<file path="config.mk">
export PLATFORM = sky130hd
export DESIGN_NAME = dsps_seq
export DESIGN_NICKNAME = d
export VERILOG_FILES = /design/src/rtl/dsps_pkg.sv /design/src/rtl/dsps_trap_sel.sv /design/src/rtl/dsps_pc_sel.sv /design/src/rtl/dsps_seq.sv
export SDC_FILE = /design/constraint.sdc
export NUM_CORES = 1
export LEC_CHECK = 0
export ABC_AREA = 1
export BUFFER_PORTS_ARGS = -buffer_cell sky130_fd_sc_hd__buf_2
export CELL_PAD_IN_SITES_DETAIL_PLACEMENT = 2
export CELL_PAD_IN_SITES_GLOBAL_PLACEMENT = 2
export CORE_MARGIN = 4
export CORE_UTILIZATION = 28
export CTS_BUF_LIST = sky130_fd_sc_hd__clkbuf_2
export DETAILED_ROUTE_END_ITERATION = 10
export HOLD_SLACK_MARGIN = 0.15
export PLACE_DENSITY_LB_ADDON = 0.15
export RECOVER_POWER = 25
export SYNTH_ARGS = -nofsm -noshare
export SYNTH_HDL_FRONTEND = slang
export SYNTH_SLANG_ARGS = --single-unit
</file>
<file path="constraint.sdc">
create_clock -name clk_i -period 1.7 [get_ports clk_i]
set_input_delay 0.085 -clock clk_i [delete_from_list [all_inputs] [get_ports clk_i]]
set_output_delay 0.085 -clock clk_i [all_outputs]
set_load 0.1 [all_outputs]
</file>
<file path="src/rtl/dsps_pkg.sv">
package dsps_pkg;

    localparam int unsigned XLEN        = 32;
    localparam int unsigned INSTR_BYTES = 4;
    localparam int unsigned ALIGN_W     = $clog2(INSTR_BYTES);

    typedef enum logic [1:0] {
        CAUSE_NONE  = 2'd0,
        CAUSE_FETCH = 2'd1,
        CAUSE_ALIGN = 2'd2,
        CAUSE_EXEC  = 2'd3
    } cause_e;

    typedef struct packed {
        logic [XLEN-1:0] pc;
        logic            ex_valid;
        logic [XLEN-1:0] ex_word;
        logic [XLEN-1:0] ex_pc;
        logic            ex_ferr;
        logic            ex_misal;
        logic            ex_slot;
        logic [XLEN-1:0] epc;
        logic            bd;
        cause_e          cause;
        logic            masked;
    } seq_state_t;

endpackage

</file>
<file path="src/rtl/dsps_trap_sel.sv">
module dsps_trap_sel
    import dsps_pkg::*;
#(
    parameter int unsigned AW    = XLEN,
    parameter int unsigned STEPB = INSTR_BYTES
) (
    input  logic          ex_valid_i,
    input  logic          masked_i,
    input  logic          misal_i,
    input  logic          ferr_i,
    input  logic          xfault_i,
    input  logic          slot_i,
    input  logic [AW-1:0] ex_pc_i,
    output logic          take_o,
    output cause_e        cause_o,
    output logic [AW-1:0] epc_o
);
    localparam logic [AW-1:0] STEP = AW'(STEPB);

    always_comb begin
        // fixed priority: alignment, then bus error, then execute fault
        if (misal_i) begin
            cause_o = CAUSE_ALIGN;
        end else if (ferr_i) begin
            cause_o = CAUSE_FETCH;
        end else if (xfault_i) begin
            cause_o = CAUSE_EXEC;
        end else begin
            cause_o = CAUSE_NONE;
        end
        take_o = ex_valid_i && !masked_i && (cause_o != CAUSE_NONE);
        epc_o  = slot_i ? (ex_pc_i - STEP) : ex_pc_i;
    end

endmodule

</file>
<file path="src/rtl/dsps_pc_sel.sv">
module dsps_pc_sel
    import dsps_pkg::*;
#(
    parameter int unsigned   AW      = XLEN,
    parameter int unsigned   STEPB   = INSTR_BYTES,
    parameter logic [AW-1:0] EXC_VEC = 32'h0000_1080
) (
    input  logic [AW-1:0] pc_i,
    input  logic          ex_valid_i,
    input  logic          take_i,
    input  logic          eret_i,
    input  logic          br_i,
    input  logic          taken_i,
    input  logic          likely_i,
    input  logic [AW-1:0] target_i,
    input  logic [AW-1:0] epc_i,
    output logic [AW-1:0] next_pc_o,
    output logic          kill_o
);
    localparam logic [AW-1:0] STEP = AW'(STEPB);

    logic [AW-1:0] seq_pc;
    assign seq_pc = pc_i + STEP;

    always_comb begin
        next_pc_o = seq_pc;
        kill_o    = 1'b0;
        if (take_i) begin
            next_pc_o = EXC_VEC;
            kill_o    = 1'b1;
        end else if (ex_valid_i && eret_i) begin
            next_pc_o = epc_i;
            kill_o    = 1'b1;
        end else if (ex_valid_i && br_i && taken_i) begin
            next_pc_o = target_i;
        end else if (ex_valid_i && br_i && likely_i) begin
            // not-taken annulling branch: its slot word becomes a bubble
            kill_o    = 1'b1;
        end
    end

endmodule

</file>
<file path="src/rtl/dsps_seq.sv">
module dsps_seq
    import dsps_pkg::*;
#(
    parameter logic [XLEN-1:0] RESET_VEC = 32'h0000_1000,
    parameter logic [XLEN-1:0] EXC_VEC   = 32'h0000_1080
) (
    input  logic            clk_i,
    input  logic            rst_ni,
    output logic [XLEN-1:0] fetch_addr_o,
    input  logic [XLEN-1:0] fetch_word_i,
    input  logic            fetch_err_i,
    output logic            ex_valid_o,
    output logic [XLEN-1:0] ex_word_o,
    output logic [XLEN-1:0] ex_pc_o,
    output logic            ex_in_slot_o,
    input  logic            ex_is_branch_i,
    input  logic            ex_taken_i,
    input  logic            ex_likely_i,
    input  logic [XLEN-1:0] ex_target_i,
    input  logic            ex_fault_i,
    input  logic            ex_eret_i,
    output logic            exc_take_o,
    output logic [XLEN-1:0] epc_o,
    output logic            bd_o,
    output logic [1:0]      cause_o,
    output logic            masked_o
);
    localparam logic [XLEN-1:0] STEP = XLEN'(INSTR_BYTES);

    seq_state_t      state_q, state_d;
    logic            trap_take;
    cause_e          trap_cause;
    logic [XLEN-1:0] trap_epc;
    logic [XLEN-1:0] nxt_pc;
    logic            kill;
    logic            fetch_misal;
    logic            eret_go;

    assign fetch_misal = |state_q.pc[ALIGN_W-1:0];
    assign eret_go     = state_q.ex_valid && ex_eret_i && !trap_take;

    dsps_trap_sel #(
        .AW    (XLEN),
        .STEPB (INSTR_BYTES)
    ) trap_i (
        .ex_valid_i (state_q.ex_valid),
        .masked_i   (state_q.masked),
        .misal_i    (state_q.ex_misal),
        .ferr_i     (state_q.ex_ferr),
        .xfault_i   (ex_fault_i),
        .slot_i     (state_q.ex_slot),
        .ex_pc_i    (state_q.ex_pc),
        .take_o     (trap_take),
        .cause_o    (trap_cause),
        .epc_o      (trap_epc)
    );

    dsps_pc_sel #(
        .AW      (XLEN),
        .STEPB   (INSTR_BYTES),
        .EXC_VEC (EXC_VEC)
    ) pcsel_i (
        .pc_i       (state_q.pc),
        .ex_valid_i (state_q.ex_valid),
        .take_i     (trap_take),
        .eret_i     (ex_eret_i),
        .br_i       (ex_is_branch_i),
        .taken_i    (ex_taken_i),
        .likely_i   (ex_likely_i),
        .target_i   (ex_target_i),
        .epc_i      (state_q.epc),
        .next_pc_o  (nxt_pc),
        .kill_o     (kill)
    );

    always_comb begin
        state_d          = state_q;
        state_d.pc       = nxt_pc;
        state_d.ex_valid = !kill;
        state_d.ex_word  = fetch_word_i;
        state_d.ex_pc    = state_q.pc;
        state_d.ex_ferr  = fetch_err_i;
        state_d.ex_misal = fetch_misal;
        // flag for the next executing instruction: did a branch really run now
        state_d.ex_slot  = state_q.ex_valid && ex_is_branch_i && !trap_take && !ex_eret_i;
        if (trap_take) begin
            state_d.epc    = trap_epc;
            state_d.bd     = state_q.ex_slot;
            state_d.cause  = trap_cause;
            state_d.masked = 1'b1;
        end else if (eret_go) begin
            state_d.masked = 1'b0;
        end
    end

    always_ff @(posedge clk_i) begin
        if (!rst_ni) begin
            state_q    <= '0;
            state_q.pc <= RESET_VEC;
        end else begin
            state_q    <= state_d;
        end
    end

    assign fetch_addr_o = state_q.pc;
    assign ex_valid_o   = state_q.ex_valid;
    assign ex_word_o    = state_q.ex_word;
    assign ex_pc_o      = state_q.ex_pc;
    assign ex_in_slot_o = state_q.ex_slot;
    assign exc_take_o   = trap_take;
    assign epc_o        = state_q.epc;
    assign bd_o         = state_q.bd;
    assign cause_o      = state_q.cause;
    assign masked_o     = state_q.masked;

    assert_slot_flag_R1: assert property (@(posedge clk_i) disable iff (!rst_ni)
        (ex_valid_o && ex_is_branch_i && !exc_take_o && !ex_eret_i) |=> ex_in_slot_o);

    assert_seq_fetch_R2: assert property (@(posedge clk_i) disable iff (!rst_ni)
        (!exc_take_o && !(ex_valid_o && (ex_eret_i || (ex_is_branch_i && ex_taken_i))))
        |=> fetch_addr_o == $past(fetch_addr_o) + STEP);

    assert_redirect_R2: assert property (@(posedge clk_i) disable iff (!rst_ni)
        (!exc_take_o && ex_valid_o && !ex_eret_i && ex_is_branch_i && ex_taken_i)
        |=> fetch_addr_o == $past(ex_target_i));

    assert_slot_kept_R3: assert property (@(posedge clk_i) disable iff (!rst_ni)
        (ex_valid_o && ex_is_branch_i && !ex_likely_i && !exc_take_o && !ex_eret_i)
        |=> ex_valid_o);

    assert_restart_addr_R5: assert property (@(posedge clk_i) disable iff (!rst_ni)
        exc_take_o |=> (bd_o == $past(ex_in_slot_o)) &&
        (epc_o == ($past(ex_in_slot_o) ? $past(ex_pc_o) - STEP : $past(ex_pc_o))));

    assert_return_R6: assert property (@(posedge clk_i) disable iff (!rst_ni)
        (ex_valid_o && ex_eret_i && !exc_take_o) |=> (fetch_addr_o == $past(epc_o)) && !masked_o);

    assert_vector_R10: assert property (@(posedge clk_i) disable iff (!rst_ni)
        exc_take_o |=> (fetch_addr_o == EXC_VEC) && !ex_valid_o && masked_o);

    assert_masked_R10: assert property (@(posedge clk_i) disable iff (!rst_ni)
        masked_o |-> !exc_take_o);

endmodule

</file>
==> flow_summary.json <==
{
  "outcome": "finished with violations",
  "failed_checks": "negative setup slack",
  "worstPathArrival_ps": 1950,
  "cpPeakStageDelay_ps": 420,
  "cts_root_buf": "clkbuf_2",
  "max-vdd-ir-drop_v": 0.000402,
  "grt_pass1_vias": 9540,
  "cp_common_cell": "buf_12",
  "synth_edf_count": 0,
  "vias": 9252,
  "min_path_type": "primary input to flip-flop",
  "setup_viol": 106,
  "clk_latency_ps": 840,
  "ios": 207,
  "ant_nets": 0,
  "fin_ws_ps": -338,
  "cts_tree": "yes",
  "power_frac_seq_pct": 34.6,
  "routed_wl_mm": 53.0,
  "synth_common_cells": "249 x nand2_1, 136 x dfxtp_1, 121 x inv_1",
  "die_w_um": 161,
  "power.switching_mw": 5.42,
  "fillers": 2543,
  "synth.yosys.warnings": 0,
  "drt_iter0_markers": 921,
  "fin_skew_ps": 77.1,
  "rsz0062_at_grt": "yes",
  "worst_slew_pin_slew_ps": 654,
  "yosysTopAreaCellShare_pct": 41.5,
  "syn-mean-instance-area_um2": 7.00,
  "pwr-share-comb_pct": 42.8,
  "drc": 0,
  "cp_num_buf_inv": 4,
  "finalNetCount": 1433,
  "critPathLaunchType": "flip-flop",
  "critPathRequiredTime_ps": 1620,
  "power.total_mw": 11.1,
  "powerDensity_nw_per_um2": 961,
  "timing.final.crit_share_pct": 120,
  "drive_gt1_share_pct": 38.4,
  "clkSinkCount": 136,
  "ys_seq_area_share_pct": 41.5,
  "gr-usage-all-layers_pct": 31.2,
  "leakagePower_nw": 5.55,
  "async_flop_share_pct": 0,
  "intPower_mw": 5.65,
  "clock_path_buffers": 2,
  "area_growth_pct": 75.7,
  "post-dp-hpwl_mm": 22.9,
  "die_h_um": 161,
  "p_sw_share_pct": 48.9,
  "dr.pass1.iters": 5,
  "end_kind": "primary output",
  "gp_congestion": 0.843,
  "critPathSlowestCell": "dfxtp_2",
  "hold_viol": 0,
  "multi_input_area_um2": 3350,
  "maxSlewHeadroom_pct": 56.4,
  "port_buffers": 206,
  "synth_nets": 1011,
  "syn_inst": 937,
  "syn_area_um2": 6560,
  "fp-row-count": 55,
  "yosysTopAreaCell": "dfxtp_1",
  "core_area_um2": 22800,
  "p_clk_share_pct": 22.7,
  "grt_pass1_wl_mm": 61.6,
  "cts_hold_buf": 159,
  "grt_antenna_before_repair": 6,
  "seq_area_um2": 2830,
  "max_freq_mhz": 491,
  "path_class": "flip-flop to primary output",
  "ys_seq_elements": 136,
  "start_util_pct": 28.7,
  "min_period_ps": 2040,
  "grt-ovfl-total": 0,
  "clk_pin_slew_ps": 320,
  "synth_most_common_cell": "nand2_1",
  "cap_violations": 0,
  "avgRoutedWirePerCell_um": 31.4,
  "yosysUniqueCellTypes": 41,
  "crit_fanout": 2,
  "cts_buffers": 17,
  "synth_area_leaders": "dfxtp_1 42%, nand2_1 14%, inv_1 6.9%, a21oi_1 4.9%, nor2_1 4.9%",
  "path_cells": "nor2_4, inv_2, o21ai_4, inv_4, buf_12, buf_12",
  "h-tree-depth": 4,
  "pre_cts_ws_ps": 15.6,
  "die_area_um2": 25900,
  "final_max_slew_viol_count": 0,
  "grt_max_degree": 52,
  "yosys_most_used_dff": "dfxtp_1",
  "crit_family": "buffers and inverters",
  "vias_per_cell": 5.48,
  "dp.cells": 1450,
  "instances_no_fill": 1688
}
==> final cells by class <==
type,count,area share (%)
Multi-Input combinational cell,605,29.1
Clock buffer,18,0.782
Inverter,132,4.47
Clock inverter,14,1.49
Sequential cell,136,24.6
Antenna cell,3,0.0652
Tap cell,313,3.40
Timing Repair Buffer,467,36.1
==> state kept, by name, indices dropped and copies added, names as in the netlist, 2 cells and up, named ones only <==
signal,count
cause_o,2
fetch_addr_o,30
epc_o,32
state_q,2
ex_pc_o,32
ex_word_o,32
==> cell usage in the layout (no fill, tap or decap), types with 17 or more instances in the layout <==
cell type	synthesis	final
nand2_1	249	231
clkbuf_2	0	20
nor2_1	85	59
o21ai_0	58	39
o21ai_1	8	21
a21oi_2	1	17
buf_4	35	151
nand2_2	3	18
dfxtp_1	136	81
nor2_2	11	26
inv_1	121	118
a21oi_1	64	48
nand3_1	36	36
buf_2	7	70
dlygate4sd3_1	0	152
dfxtp_2	0	40
buf_6	2	55
==> kinds of logic (layout without fill, tap and decap cells) <==
kind of cell | count (synthesis) | count (layout) | share of synthesized area [%]
compound gates | 151 | 151 | 12.4
xor+xnor | 23 | 23 | 3.07
fa+ha+maj | 2 | 2 | 0.382
buf+inv | 196 | 631 | 13.6
flops | 136 | 136 | 41.5
other cells | 0 | 3 | 0
simple gates | 429 | 429 | 28.9
==> path summary, 6_finish.rpt <==
kind	start	end	slack [ps]	cells after the start
hold / removal	ex_fault_i	epc_o[3]	40	8
setup / recovery	state_q[38]	exc_take_o	-340	6
setup reg to reg	ex_pc_o[2]	epc_o[20]	-240	9
hold reg to reg	fetch_addr_o[25]	ex_pc_o[25]	530	2
==> metal layers <==
metal  global-route usage [%]  vias to the layer above  share of wire, %  wire length (um)
met5                        0                        -             0.051                27
met4                     12.7                        4               5.8              3070
met3                     6.66                      199               8.3              4390
met2                     56.7                      676                49             25700
met1                     35.6                     4612                37             19800
li1                         -                     3761                 -                 -
==> through the flow <==
stage          utilization [%]  hold WS, ps  cell area [um^2]  setup TNS [ps]
2_1_floorplan                -          154              6620               0
3_3_place_gp              35.7          265              8160               0
3_5_place_dp              35.7          274              8160               0
4_1_cts                   46.0        -14.8             10500            -297
5_1_grt                   50.4         42.9             11500          -14040
6_report                  50.4         41.8             11500           -9310
==> power groups by stage <==
| stage | combinational (mW) | clock, mW | sequential [mW] |
|---|---|---|---|
| after floorplan | 1.38 | 0 | 4.89 |
| after global placement | 3.33 | 0 | 3.74 |
| after detailed placement | 3.38 | 0 | 3.75 |
| after CTS | 3.89 | 2.31 | 3.70 |
| after global routing | 4.83 | 2.58 | 3.83 |
| final | 4.74 | 2.51 | 3.83 |
==> worst min-delay path: stages <==
cell	delay (ps)
buf_2	110
nor2_4	50
inv_2	60
o21ai_4	70
buf_4	130
buf_6	120
a211oi_1	180
nor2_1	80
==> repair_timing <==
action                                  CTS  global route
pin swaps                                 7            26
buffers inserted                          8            42
gates cloned                              1             1
endpoints found under the setup margin  117           140
hold endpoints to repair                135            17
gates resized for setup                 150           246
(Power assumes the default switching activity.)
